$ cat src/rtl/cs_pkg.sv
package cs_pkg;
  typedef enum logic [1:0] {
    CS_REQ = 2'd0,
    CS_ACK = 2'd1,
    CS_STS = 2'd2,
    CS_CLR = 2'd3
  } cs_word_e;

  localparam int unsigned CS_DATA_W = 32;
  localparam int unsigned CS_KEY_W  = 16;
  localparam logic [15:0] CS_KEY    = 16'h5634;
endpackage

$ cat src/rtl/cs_wr_decode.sv
module cs_wr_decode
  import cs_pkg::*;
#(
  parameter int unsigned DATA_W  = CS_DATA_W,
  parameter int unsigned KEY_W   = CS_KEY_W,
  parameter logic [KEY_W-1:0] KEY_VAL = CS_KEY
) (
  input  logic              wr_i,
  input  cs_word_e          addr_i,
  input  logic [DATA_W-1:0] wdata_i,
  output logic              set_req_o,
  output logic              rel_req_o,
  output logic              clr_sts_o
);
  localparam int unsigned KEY_LSB = DATA_W - KEY_W;

  logic key_ok;
  logic req_wr;

  assign key_ok    = (wdata_i[DATA_W-1:KEY_LSB] == KEY_VAL);
  assign req_wr    = wr_i && (addr_i == CS_REQ) && key_ok;
  assign set_req_o = req_wr &&  wdata_i[0];
  assign rel_req_o = req_wr && !wdata_i[0];
  // clear word needs no key
  assign clr_sts_o = wr_i && (addr_i == CS_CLR) && wdata_i[0];

  logic unused_bits;
  assign unused_bits = ^wdata_i[KEY_LSB-1:1];
endmodule

$ cat src/rtl/cs_stop_ctrl.sv
module cs_stop_ctrl (
  input  logic clk_i,
  input  logic rst_ni,
  input  logic set_req_i,
  input  logic rel_req_i,
  input  logic stop_ack_i,
  input  logic wake_i,
  output logic req_o,
  output logic clk_en_o
);
  logic req_q, clk_en_q;
  logic req_d, clk_en_d;
  logic restart;

  // wake only restarts a stopped clock; release works in any state
  assign restart = (wake_i && !clk_en_q) || rel_req_i;

  always_comb begin
    req_d    = req_q;
    clk_en_d = clk_en_q;
    if (restart) begin
      req_d    = 1'b0;
      clk_en_d = 1'b1;
    end else begin
      if (set_req_i)             req_d    = 1'b1;
      if (req_q && stop_ack_i)   clk_en_d = 1'b0;
    end
  end

  always_ff @(posedge clk_i or negedge rst_ni) begin
    if (!rst_ni) begin
      req_q    <= 1'b0;
      clk_en_q <= 1'b1;
    end else begin
      req_q    <= req_d;
      clk_en_q <= clk_en_d;
    end
  end

  assign req_o    = req_q;
  assign clk_en_o = clk_en_q;

  AST_STOP_NEEDS_ACK: assert property (@(posedge clk_i) disable iff (!rst_ni)
    $fell(clk_en_q) |-> $past(req_q && stop_ack_i));
  AST_STOP_ON_ACK: assert property (@(posedge clk_i) disable iff (!rst_ni)
    (req_q && stop_ack_i && clk_en_q && !rel_req_i) |=> !clk_en_q);
  AST_WAKE_RESTART: assert property (@(posedge clk_i) disable iff (!rst_ni)
    (wake_i && !clk_en_q) |=> (clk_en_q && !req_q));
  AST_WAKE_RUNNING_KEEPS: assert property (@(posedge clk_i) disable iff (!rst_ni)
    (wake_i && clk_en_q && req_q && !rel_req_i) |=> req_q);
  AST_RELEASE: assert property (@(posedge clk_i) disable iff (!rst_ni)
    rel_req_i |=> (clk_en_q && !req_q));
endmodule

$ cat src/rtl/cs_wake_flag.sv
module cs_wake_flag (
  input  logic clk_i,
  input  logic rst_ni,
  input  logic wake_i,
  input  logic clr_i,
  output logic sts_o
);
  logic sts_q;

  // set has priority over clear
  always_ff @(posedge clk_i or negedge rst_ni) begin
    if (!rst_ni)     sts_q <= 1'b0;
    else if (wake_i) sts_q <= 1'b1;
    else if (clr_i)  sts_q <= 1'b0;
  end

  assign sts_o = sts_q;

  AST_WAKE_STICKY: assert property (@(posedge clk_i) disable iff (!rst_ni)
    wake_i |=> sts_q);
  AST_HOLD_SET: assert property (@(posedge clk_i) disable iff (!rst_ni)
    (sts_q && !clr_i) |=> sts_q);
  AST_CLEAR: assert property (@(posedge clk_i) disable iff (!rst_ni)
    (clr_i && !wake_i) |=> !sts_q);
  AST_SET_BEATS_CLEAR: assert property (@(posedge clk_i) disable iff (!rst_ni)
    (clr_i && wake_i) |=> sts_q);
endmodule

$ cat src/rtl/cs_handshake_top.sv
module cs_handshake_top
  import cs_pkg::*;
#(
  parameter int unsigned DATA_W  = CS_DATA_W,
  parameter int unsigned KEY_W   = CS_KEY_W,
  parameter logic [KEY_W-1:0] KEY_VAL = CS_KEY
) (
  input  logic              clk_i,
  input  logic              rst_ni,
  input  logic              reg_wr_i,
  input  logic [1:0]        reg_addr_i,
  input  logic [DATA_W-1:0] reg_wdata_i,
  output logic [DATA_W-1:0] reg_rdata_o,
  output logic              stop_req_o,
  input  logic              stop_ack_i,
  input  logic              wake_i,
  output logic              clk_en_o
);
  localparam int unsigned KEY_LSB = DATA_W - KEY_W;

  cs_word_e word;
  logic set_req, rel_req, clr_sts;
  logic req, sts;

  assign word = cs_word_e'(reg_addr_i);

  cs_wr_decode #(.DATA_W(DATA_W), .KEY_W(KEY_W), .KEY_VAL(KEY_VAL)) u_dec (
    .wr_i      (reg_wr_i),
    .addr_i    (word),
    .wdata_i   (reg_wdata_i),
    .set_req_o (set_req),
    .rel_req_o (rel_req),
    .clr_sts_o (clr_sts)
  );

  cs_stop_ctrl u_ctrl (
    .clk_i      (clk_i),
    .rst_ni     (rst_ni),
    .set_req_i  (set_req),
    .rel_req_i  (rel_req),
    .stop_ack_i (stop_ack_i),
    .wake_i     (wake_i),
    .req_o      (req),
    .clk_en_o   (clk_en_o)
  );

  cs_wake_flag u_flag (
    .clk_i  (clk_i),
    .rst_ni (rst_ni),
    .wake_i (wake_i),
    .clr_i  (clr_sts),
    .sts_o  (sts)
  );

  always_comb begin
    reg_rdata_o = '0;
    case (word)
      CS_REQ:  reg_rdata_o[0] = req;
      CS_ACK:  reg_rdata_o[0] = req && stop_ack_i;
      CS_STS:  reg_rdata_o[0] = sts;
      default: reg_rdata_o    = '0;
    endcase
  end

  assign stop_req_o = req;

  AST_KEY_GUARD: assert property (@(posedge clk_i) disable iff (!rst_ni)
    (reg_wr_i && reg_addr_i == 2'd0 && reg_wdata_i[DATA_W-1:KEY_LSB] != KEY_VAL && !wake_i)
      |=> $stable(stop_req_o));
  AST_KEYED_SET: assert property (@(posedge clk_i) disable iff (!rst_ni)
    (reg_wr_i && reg_addr_i == 2'd0 && reg_wdata_i[DATA_W-1:KEY_LSB] == KEY_VAL &&
     reg_wdata_i[0] && !wake_i) |=> stop_req_o);

  always_comb begin
    if (rst_ni && reg_addr_i == 2'd3)
      AST_CLR_READS_ZERO: assert (reg_rdata_o == '0);
  end
endmodule

$ cat config.mk
export PLATFORM = sky130hd
export DESIGN_NAME = cs_handshake_top
export DESIGN_NICKNAME = d
export VERILOG_FILES = /design/src/rtl/cs_pkg.sv /design/src/rtl/cs_wr_decode.sv /design/src/rtl/cs_stop_ctrl.sv /design/src/rtl/cs_wake_flag.sv /design/src/rtl/cs_handshake_top.sv
export SDC_FILE = /design/constraint.sdc
export NUM_CORES = 1
export LEC_CHECK = 0
export BUFFER_PORTS_ARGS = -buffer_cell sky130_fd_sc_hd__buf_2
export CAP_MARGIN = 20
export CORE_MARGIN = 5
export CORE_UTILIZATION = 31
export CTS_BUF_LIST = sky130_fd_sc_hd__clkbuf_4 sky130_fd_sc_hd__clkbuf_8
export CTS_CLUSTER_SIZE = 30
export DETAILED_ROUTE_END_ITERATION = 12
export PLACE_DENSITY = 0.9
export SLEW_MARGIN = 20
export SYNTH_ARGS = -nofsm -noshare
export SYNTH_HDL_FRONTEND = slang
export SYNTH_SLANG_ARGS = --single-unit
$ cat constraint.sdc
create_clock -name clk_i -period 1.7 [get_ports clk_i]
set_clock_uncertainty 0.1 [all_clocks]
set_input_delay 0.51 -clock clk_i [delete_from_list [all_inputs] [get_ports clk_i]]
set_output_delay 0.51 -clock clk_i [all_outputs]
set_load 0.03 [all_outputs]
==> results.md <==
* Status: completed
* YS warnings at 0
* # diodes at 0
* Power density over cell area at 653 nW/µm²
* Min Tclk post-route at 1630 ps
* Largest fanout on the critical path at 2
* Initial core utilization at 34.0%
* I/O Pins at 73
* Antenna violations before repair at 0
* Core area at 1350 µm²
* Switching Fraction at 42.0%
* DR WL/cell at 9.91 µm
* Post-place setup slack at -24.4 ps
* Synth cell types at 16
* Post-synthesis mux area share at between 2 and 2.5%
* Total gr overflow at 0
* Compound-Gate Fraction of Synth Area at 8.99%
* Die height at around 48 µm
* Synthesized area per cell at around 8.1 µm²
* Overall Global Routing Usage at 8.26%
* Nets at 128
* Post-CTS Setup Bufs at 0
* Routed Antenna Nets at 0
* Final Slew Violations at 0
* Setup ws final at 70.0 ps
* Leak pwr at 0.308 nW
* Setup TNS at 0 ps
* RSZ-0062 raised after global routing: no
* HPWL Detailed at 943 µm
* Critical path type: in2out
* Layout fillers at between 150 and 200
* Skew-Pair Late Insertion Delay at 230 ps
* IO buf count at 26
* Yosys top cell by area: buf_4
* CP required at 1090 ps
* CTS Buf Count at 3
* Total wire length at 1.02 mm
* Xor/xnor share of the synthesized area at 0%
* Synth Cell Area at 459 µm²
* Vias per cell at between 3 and 4
* Adder-Cell Fraction of Synth Area at 0%
* Routability Congestion at 0.654
* Clock network power share at 39.6%
* Max cap viols at 0
* Final setup fails at 0
* Synth Area in Simple Gates at 19.1%
* Final worst-path cycle share at 95.9%
* Die area at between 2000 and 2500 µm²
* Combinational cell fraction of total power at 39.7%
* Arrival time worst endpoint at 1020 ps
* Total power at approximately 350 µW
* CTS max path bufs at 2
* NetSw at 148 µW
* DRC at 0
* Largest net degree at the start of global routing at 6
* Number of clock sinks at 3
* Vias at 388
* CTS root buf: clkbuf_4
* Share of cells above drive strength 1 at 42.0%
* Wire length of the first global-routing pass at between 1.5 and 2 mm
* Post-synth top area share at about half
* P&R area growth vs syn at 18.0%
* Detailed Routing Iterations Pass 1 at 2
* Std-Cell Rows at 13
* Synth Register Bits at 3
* Final hold violation count at 0
* H-tree depth at 1
* Utilization after layout at 40.1%
* VDD IR-drop max at 0.255 mV
* Vias in the first global route at 369
* Worst setup SP type: primary input
* Seq/Total Area, Yosys at 16.6%
* Flop pwr share at 20.7%
* Final hold slack at 370 ps
* Worst-path clk slew at ~40 ps
* HP Class: in2reg
* CTS tree: built
* Internal power at a little over 200 µW
* Chip width at 48.5 µm
* Synth Instances at 57
* DRT iter0 DRCs at 6
* Largest family of logic cells by synthesized area: buffers and inverters
* Type of destination of the critical path: primary output
* FMAX at 614 MHz
* Synth top area cells: buf_4 (51%), dfrtp_1 (11%), dfstp_2 (5.7%)
## power by group through the flow
stage          Combinational (mW)  Sequential (mW)  Clock [mW]
2_1_floorplan               0.157           0.0739           0
3_3_place_gp                0.134           0.0739           0
3_5_place_dp                0.136           0.0741           0
4_1_cts                     0.138           0.0732       0.146
5_1_grt                     0.150           0.0732       0.154
6_report                    0.140           0.0732       0.140
## cells by family after synthesis
| family | count (synthesis) |
|---|---|
| AND/OR/NAND/NOR | 13 |
| other | 1 |
| multiplexers | 1 |
| buffers and inverters | 33 |
| flip-flops | 3 |
| AO/OA/AOI/OAI | 6 |
## cell usage after synthesis (all sizes together)
master / n
dfstp: 1
nor3: 1
nor4b: 1
conb: 1
o21ai: 5
nand3: 2
buf: 31
inv: 2
o41ai: 1
or3b: 1
nor4bb: 1
nand2: 2
dfrtp: 2
mux2i: 1
nor2: 2
nand4: 3
## flip-flops by register name, indices dropped and copies added, names as in the netlist
| signal | flops |
|---|---|
| u_flag.sts_o | 1 |
| u_ctrl.clk_en_o | 1 |
| u_ctrl.req_o | 1 |
## critical path, cell delays in order
cell and delay [ps]:
buf_2 100, inv_1 60, o21ai_1 80, o21ai_2 100
buf_4 160
## layout make-up
| type | count | area [µm²] | share of cell area, % |
|---|---|---|---|
| clock buffers | 4 | 30.0 | 5.54 |
| inverters | 2 | 7.51 | 1.39 |
| multi-input cells | 51 | 259 | 47.8 |
| flip-flops and latches | 3 | 76.3 | 14.1 |
| well taps | 15 | 18.8 | 3.46 |
| repair buffers | 28 | 150 | 27.7 |
## per-layer routing
metal / wire [µm] / vias up / global-route usage, %
met3: 224 / 0 / 5.81
met4: 0 / 0 / 2.69
li1: - / 192 / -
met2: 475 / 34 / 14.3
met5: 0 / - / 0
met1: 321 / 162 / 7.51
## layout by cell type (no fill, tap or decap)
master / netlist / layout
conb_1: 1 / 31
buf_2: 0 / 25
o21ai_2: 0 / 1
dfrtp_1: 2 / 2
clkbuf_4: 0 / 4
or3b_2: 1 / 1
o21ai_1: 0 / 1
dfstp_2: 1 / 1
nor3_2: 1 / 1
inv_1: 2 / 2
nor4b_2: 1 / 1
dlygate4sd3_1: 0 / 1
nand4_1: 3 / 3
nand2_1: 2 / 2
nor4bb_1: 1 / 1
o21ai_0: 5 / 3
nand3_1: 2 / 2
o41ai_2: 1 / 1
buf_4: 31 / 2
mux2i_1: 1 / 1
nor2_1: 2 / 2
## metrics by stage
stage	instances	area, µm²
2_1_floorplan	87	576
3_3_place_gp	98	499
3_5_place_dp	98	499
4_1_cts	103	539
5_1_grt	103	542
6_report	103	542
## timing repair
action	CTS	global route
hold buffers	1	0
endpoints found under the hold margin	2	0
resized for setup	0	3
setup endpoints to repair	0	1
## path summary, 6_finish.rpt
kind	start	end	slack, ps	depth (start not counted)
min in group asynchronous	rst_ni	u_ctrl.req_o	510	2
max	reg_addr_i[0]	reg_rdata_o[0]	70	5
max in group asynchronous	rst_ni	u_ctrl.clk_en_o	800	2
min	reg_wdata_i[0]	u_ctrl.clk_en_o	370	2
min reg2reg	u_flag.sts_o	u_flag.sts_o	390	2
max reg2reg	u_ctrl.clk_en_o	u_ctrl.clk_en_o	690	3
Note: power is estimated with default switching activity, not from simulation.
